===== config.mk =====
export PLATFORM = sky130hd
export DESIGN_NAME = latched_piso_shifter
export DESIGN_NICKNAME = d
export VERILOG_FILES = /design/src/rtl/piso_pkg.sv /design/src/rtl/piso_strobe_sync.sv /design/src/rtl/piso_input_store.sv /design/src/rtl/piso_shift_stage.sv /design/src/rtl/latched_piso_shifter.sv
export SDC_FILE = /design/constraint.sdc
export NUM_CORES = 1
export LEC_CHECK = 0
export ABC_AREA = 1
export ABC_CLOCK_PERIOD_IN_PS = 1000
export BUFFER_PORTS_ARGS = -buffer_cell sky130_fd_sc_hd__buf_2
export CAP_MARGIN = 10
export CORE_MARGIN = 10
export CORE_UTILIZATION = 53
export DETAILED_ROUTE_END_ITERATION = 10
export PLACE_DENSITY = 0.77
export SETUP_SLACK_MARGIN = 0.4
export SLEW_MARGIN = 0
export SYNTH_ARGS = -nofsm -noshare
export SYNTH_HDL_FRONTEND = slang
export SYNTH_SLANG_ARGS = --single-unit

===== constraint.sdc =====
create_clock -name clk_i -period 1 [get_ports clk_i]
set_input_delay 0.05 -clock clk_i [delete_from_list [all_inputs] [get_ports clk_i]]
set_output_delay 0.05 -clock clk_i [all_outputs]
set_load 0.005 [all_outputs]

===== src/rtl/piso_pkg.sv =====
package piso_pkg;
  typedef enum logic {
    MODE_LOAD  = 1'b0,
    MODE_SHIFT = 1'b1
  } piso_mode_e;
endpackage


===== src/rtl/piso_strobe_sync.sv =====
module piso_strobe_sync #(
  parameter int unsigned SYNC_STAGES = 2
) (
  input  logic clk_i,
  input  logic rst_ni,
  input  logic strobe_i,
  output logic rise_o
);
  localparam int unsigned LAST = SYNC_STAGES - 1;

  logic [SYNC_STAGES-1:0] sync_q;
  logic                   prev_q;

  generate
    for (genvar i = 0; i < SYNC_STAGES; i++) begin : g_sync
      if (i == 0) begin : g_first
        always_ff @(posedge clk_i or negedge rst_ni) begin
          if (!rst_ni) sync_q[0] <= 1'b0;
          else         sync_q[0] <= strobe_i;
        end
      end else begin : g_next
        always_ff @(posedge clk_i or negedge rst_ni) begin
          if (!rst_ni) sync_q[i] <= 1'b0;
          else         sync_q[i] <= sync_q[i-1];
        end
      end
    end
  endgenerate

  always_ff @(posedge clk_i or negedge rst_ni) begin
    if (!rst_ni) prev_q <= 1'b0;
    else         prev_q <= sync_q[LAST];
  end

  assign rise_o = sync_q[LAST] & ~prev_q;

  // one action per strobe edge
  p_single_edge_r9: assert property (@(posedge clk_i) disable iff (!rst_ni)
    rise_o |=> !rise_o);
endmodule


===== src/rtl/piso_input_store.sv =====
module piso_input_store #(
  parameter int unsigned WIDTH = 8
) (
  input  logic             clk_i,
  input  logic             rst_ni,
  input  logic             capture_i,
  input  logic [WIDTH-1:0] par_i,
  output logic [WIDTH-1:0] word_o
);
  logic [WIDTH-1:0] word_q;

  always_ff @(posedge clk_i or negedge rst_ni) begin
    if (!rst_ni)        word_q <= '0;
    else if (capture_i) word_q <= par_i;
  end

  assign word_o = word_q;

  p_store_hold_r1: assert property (@(posedge clk_i) disable iff (!rst_ni)
    !capture_i |=> $stable(word_o));
  p_store_capture_r1: assert property (@(posedge clk_i) disable iff (!rst_ni)
    capture_i |=> word_o == $past(par_i));
endmodule


===== src/rtl/piso_shift_stage.sv =====
module piso_shift_stage #(
  parameter int unsigned WIDTH = 8
) (
  input  logic             clk_i,
  input  logic             rst_ni,
  input  logic             clr_ni,
  input  logic             shift_mode_i,
  input  logic             step_i,
  input  logic             sin_i,
  input  logic [WIDTH-1:0] load_word_i,
  output logic [WIDTH-1:0] word_o
);
  localparam int unsigned TOP = WIDTH - 1;

  logic [WIDTH-1:0] sreg_q;
  logic [WIDTH-1:0] sreg_d;

  always_comb begin
    sreg_d = sreg_q;
    if (!clr_ni)           sreg_d = '0;           // clear beats load
    else if (!shift_mode_i) sreg_d = load_word_i;
    else if (step_i)       sreg_d = {sreg_q[TOP-1:0], sin_i};
  end

  always_ff @(posedge clk_i or negedge rst_ni) begin
    if (!rst_ni) sreg_q <= '0;
    else         sreg_q <= sreg_d;
  end

  assign word_o = sreg_q;

  p_clear_zero_r7: assert property (@(posedge clk_i) disable iff (!rst_ni)
    !clr_ni |=> word_o == '0);
  p_shift_step_r2: assert property (@(posedge clk_i) disable iff (!rst_ni)
    (clr_ni && shift_mode_i && step_i) |=>
      word_o == {$past(word_o[TOP-1:0]), $past(sin_i)});
  p_shift_hold_r6: assert property (@(posedge clk_i) disable iff (!rst_ni)
    (clr_ni && shift_mode_i && !step_i) |=> $stable(word_o));
endmodule


===== src/rtl/latched_piso_shifter.sv =====
module latched_piso_shifter
  import piso_pkg::*;
#(
  parameter int unsigned WIDTH       = 8,
  parameter int unsigned SYNC_STAGES = 2
) (
  input  logic             clk_i,
  input  logic             rst_ni,
  input  logic             clr_ni,
  input  logic             mode_i,
  input  logic             latch_i,
  input  logic             shift_i,
  input  logic             sin_i,
  input  logic [WIDTH-1:0] par_i,
  output logic             sout_o
);
  localparam int unsigned TOP = WIDTH - 1;

  piso_mode_e       mode;
  logic             shift_mode;
  logic             latch_rise;
  logic             shift_rise;
  logic [WIDTH-1:0] store_word;
  logic [WIDTH-1:0] load_word;
  logic [WIDTH-1:0] sreg_word;

  assign mode       = piso_mode_e'(mode_i);
  assign shift_mode = (mode == MODE_SHIFT);

  piso_strobe_sync #(.SYNC_STAGES(SYNC_STAGES)) u_latch_sync (
    .clk_i    (clk_i),
    .rst_ni   (rst_ni),
    .strobe_i (latch_i),
    .rise_o   (latch_rise)
  );

  piso_strobe_sync #(.SYNC_STAGES(SYNC_STAGES)) u_shift_sync (
    .clk_i    (clk_i),
    .rst_ni   (rst_ni),
    .strobe_i (shift_i),
    .rise_o   (shift_rise)
  );

  piso_input_store #(.WIDTH(WIDTH)) u_store (
    .clk_i     (clk_i),
    .rst_ni    (rst_ni),
    .capture_i (latch_rise),
    .par_i     (par_i),
    .word_o    (store_word)
  );

  // a latch edge in load mode reaches both stages in the same cycle
  assign load_word = latch_rise ? par_i : store_word;

  piso_shift_stage #(.WIDTH(WIDTH)) u_shift (
    .clk_i        (clk_i),
    .rst_ni       (rst_ni),
    .clr_ni       (clr_ni),
    .shift_mode_i (shift_mode),
    .step_i       (shift_rise),
    .sin_i        (sin_i),
    .load_word_i  (load_word),
    .word_o       (sreg_word)
  );

  assign sout_o = sreg_word[TOP];

  p_load_tracks_store_r4: assert property (@(posedge clk_i) disable iff (!rst_ni)
    (!shift_mode && clr_ni) |=> sreg_word == store_word);
  p_clear_keeps_store_r7: assert property (@(posedge clk_i) disable iff (!rst_ni)
    (!clr_ni && !latch_rise) |=> $stable(store_word));
  p_joint_edges_r5: assert property (@(posedge clk_i) disable iff (!rst_ni)
    (shift_mode && clr_ni && latch_rise && shift_rise) |=>
      (store_word == $past(par_i)) &&
      (sreg_word == {$past(sreg_word[TOP-1:0]), $past(sin_i)}));
endmodule


==> results.txt <==
----------------------------------------------------
[Status]
  Outcome ... complete, but fails checks
  Violated checks ... hold timing, setup timing

[Cells and area]
  Multi-input gate area ... 428 um^2
  Register area ... 552 um^2
  Area growth from synthesis to layout ... 27.6%
  Cell area after layout ... around 1200 um^2
  Antenna diode instance count ... 0
  Net count reported at finish ... 146
  Fillcell total ... 139
  Fraction of layout cells with a size suffix above 1 ... 38.5%
  End-of-flow core utilization ... 70.7%
  Cell Count, Final, Fillers Out ... 155

[Timing]
  Setup_tns ... -91.7 ps
  Number of setup violations in the final report ... 7
  Final worst path period need ... 1020 ps
  Final worst setup slack ... -23.8 ps
  Final worst hold slack ... -320 ps
  Final worst-path cycle share ... 102%
  Final clock skew ... 3.47 ps
  RSZ-0062 raised after global routing ... true
  Worst slew margin ... 68.6%
  Highest clock frequency the design can meet ... 977 MHz
  Worst Tran Pin Value ... between 400 and 500 ps
  Final number of hold-violating endpoints ... 23
  Max-slew violations ... 0

[Power]
  Power Density ... between 1000 and 1500 nW/um^2
  Largest voltage drop on the vdd net ... 849 uV
  Total power of the final layout ... 1.79 mW
  Leakage component of the power ... 0.651 nW

[Global routing]
  Pin count of the biggest net entering global routing ... 23
  Wire length of the first global-routing pass ... 3280 um
  Total gr overflow ... 0
  Initial antenna violation count ... 0
  Overall track demand over capacity in global routing ... 10.2%
  Via count of the first global-routing pass ... between 700 and 800

[Logic synthesis]
  Most numerous cell in the Yosys netlist ... nand2_1
  Syn_nets ... 120
  Sequential fraction of the synthesis area ... 57.5%
  Synth warn ... 0
  Flip-flop and latch count after synthesis ... 22
  Post-Synthesis Mean Instance Area ... 9.12 um^2
  Library cell occupying the most area in the post-synthesis netlist ... dfrtp_1
  Number of flops mapped to enable cells by yosys ... 0
  Count of mapped cells out of synthesis ... 105
  Unique cell type count in the Yosys netlist ... 14
  Most frequent cells after synthesis ... 35 x nand2_1, 22 x dfrtp_1, 16 x nand3_1
  Proportion of netlist area held by the largest area contributor ... approximately 58%
  Area of the mapped netlist ... 957 um^2
  Ys async rst share ... 100%
  Largest cells by area after synthesis ... dfrtp_1 58%, nand2_1 14%, nand3_1 8.4%
  Dominant synthesized flop cell ... dfrtp_1

[Worst setup path]
  Category of the worst setup path launch point ... register
  RR Startpoint ... u_latch_sync.prev_q$_DFF_PN0_
  Endpoint arrival time on the critical path ... around 1300 ps
  Largest fanout on the critical path ... 8
  Worst Setup Path Type ... reg -> reg
  FF-to-FF setup slack ... -20 ps
  Required time reported for the critical path endpoint ... 1260 ps
  Reg-to-Reg End ... u_shift.word_o[7]$_DFFE_PN0P_
  Element type at the critical path end ... register
  Worst Reg-to-Reg Cells ... 6
  Launching element of the worst setup path ... u_latch_sync.prev_q$_DFF_PN0_

[Place]
  Sum of net half-perimeters after detailed placement ... between 1000 and 1500 um
  Number of buffers inserted by port buffering ... 15
  Pre-CTS setup slack ... -157 ps
  GPL Wtd Cong ... 0.855
  Placed cell count ... 143
  Instance area at placement ... 1050 um^2

[Job]
  Max cap viols ... 0

[Route]
  First-iteration detailed-routing DRC count ... 6
  DRC violation count after routing ... 0
  Vias per Instance ... a little under 5
  First-pass DRT Iterations ... 4
  Post-detailed-route count of antenna-violating nets ... 0
  Wire length per cell ... 12.9 um
  Total wirelength of the detailed-routed design ... 2000 um
  Vias post-DR ... between 700 and 800

[Clock network]
  # hold bufs at CTS ... 2
  Max Root-Sink Buffers ... 2
  H-tree levels ... 1
  Inserted Clock Buffers ... 3
  Clk Latency, worst-skew pair ... between 300 and 400 ps
  Clock sink total ... 22
  Library cell used as clock root buffer ... clkbuf_4
  TritonCTS clock tree ... done
  Worst-path clk slew ... 110 ps

[Die]
  Core Footprint ... 1730 um^2
  I/O pin cnt ... 16
  Standard-cell row count ... 15
  Die width ... 62.5 um
  Starting density of the core ... ~55%
  Die Area ... 3910 um^2
  Height of the die ... 62.5 um

[Min path]
  Worst hold path class ... in -> async

----------------------------------------------------
[routing by layer]
layer / global-route usage (%) / part of all wire, % / routed length (um)
met2: 16.5 / 51 / 1010
met5: 0 / 0 / 0
met4: 5.03 / 2.3 / 46
met1: 11.8 / 42 / 846
met3: 3.05 / 4.8 / 96
[worst max path at each step]
stage                                    endpoint  slack, ps  cells past startpoint
finish              u_shift.word_o[7]$_DFFE_PN0P_        -20                      6
global route        u_shift.word_o[0]$_DFFE_PN0P_       -100                      6
CTS                 u_shift.word_o[4]$_DFFE_PN0P_         -5                      6
detailed placement  u_shift.word_o[4]$_DFFE_PN0P_       -160                      5
global placement    u_shift.word_o[7]$_DFFE_PN0P_        -90                      5
floorplan           u_shift.word_o[4]$_DFFE_PN0P_        110                      6
[critical path, cell delays in order, from the launching register on]
cell and delay [ps]:
dfrtp_1 420, inv_4 130, buf_4 130, nand3_1 100, nand3_2 100, nand2_1 50
nand2_1 50
[layout make-up]
type	instances	area share, %
well taps	25	2.56
multi-input cells	77	35.0
clock buffers	4	2.97
flip-flops and latches	22	45.2
inverters	4	1.43
repair buffers	23	12.8
[power by group]
| group | internal, mW | switching, mW | leakage (nW) | total, mW |
|---|---|---|---|---|
| sequential | 0.969 | 0.0454 | 0.273 | 1.01 |
| clock | 0.222 | 0.255 | 0.0210 | 0.478 |
| combinational | 0.128 | 0.172 | 0.357 | 0.300 |
[what timing repair did]
item                                    in CTS  in global routing
pin swaps                                    6                  7
resized for setup                            7                  7
endpoints found under the hold margin       24                 22
endpoints found under the setup margin      18                 18
gates cloned                                 0                  0
setup buffers                                4                  2
[layout by cell type (no fill, tap or decap)]
cell           instances
nand2_8                1
nand3_4                1
clkbuf_4               3
inv_4                  1
dlygate4sd3_1          2
buf_6                  1
nand2_2                7
nand3_2                6
buf_2                 15
inv_2                  1
dfrtp_2                1
nor2_2                 2
buf_4                  4
dfrtp_1               21
nor2_1                14
nand3_1                9
nor2_4                 1
nand2_1               32
buf_12                 1
clkbuf_8               1
inv_1                  2
nand2_4                4
[flip-flops by register name, indices dropped and copies added, names as in the netlist]
signal,flops
u_shift.word_o,8
u_store.word_o,8
u_latch_sync.sync_q,2
u_shift_sync.sync_q,2
u_latch_sync.prev_q,1
u_shift_sync.prev_q,1
[kinds of logic after synthesis]
kind of cell,Yosys count,share of synthesized area (%)
buffers and inverters,6,4.57
flip-flops,22,57.5
AND/OR/NAND/NOR,77,37.9
No activity file was read; power rests on OpenSTA's default activity.
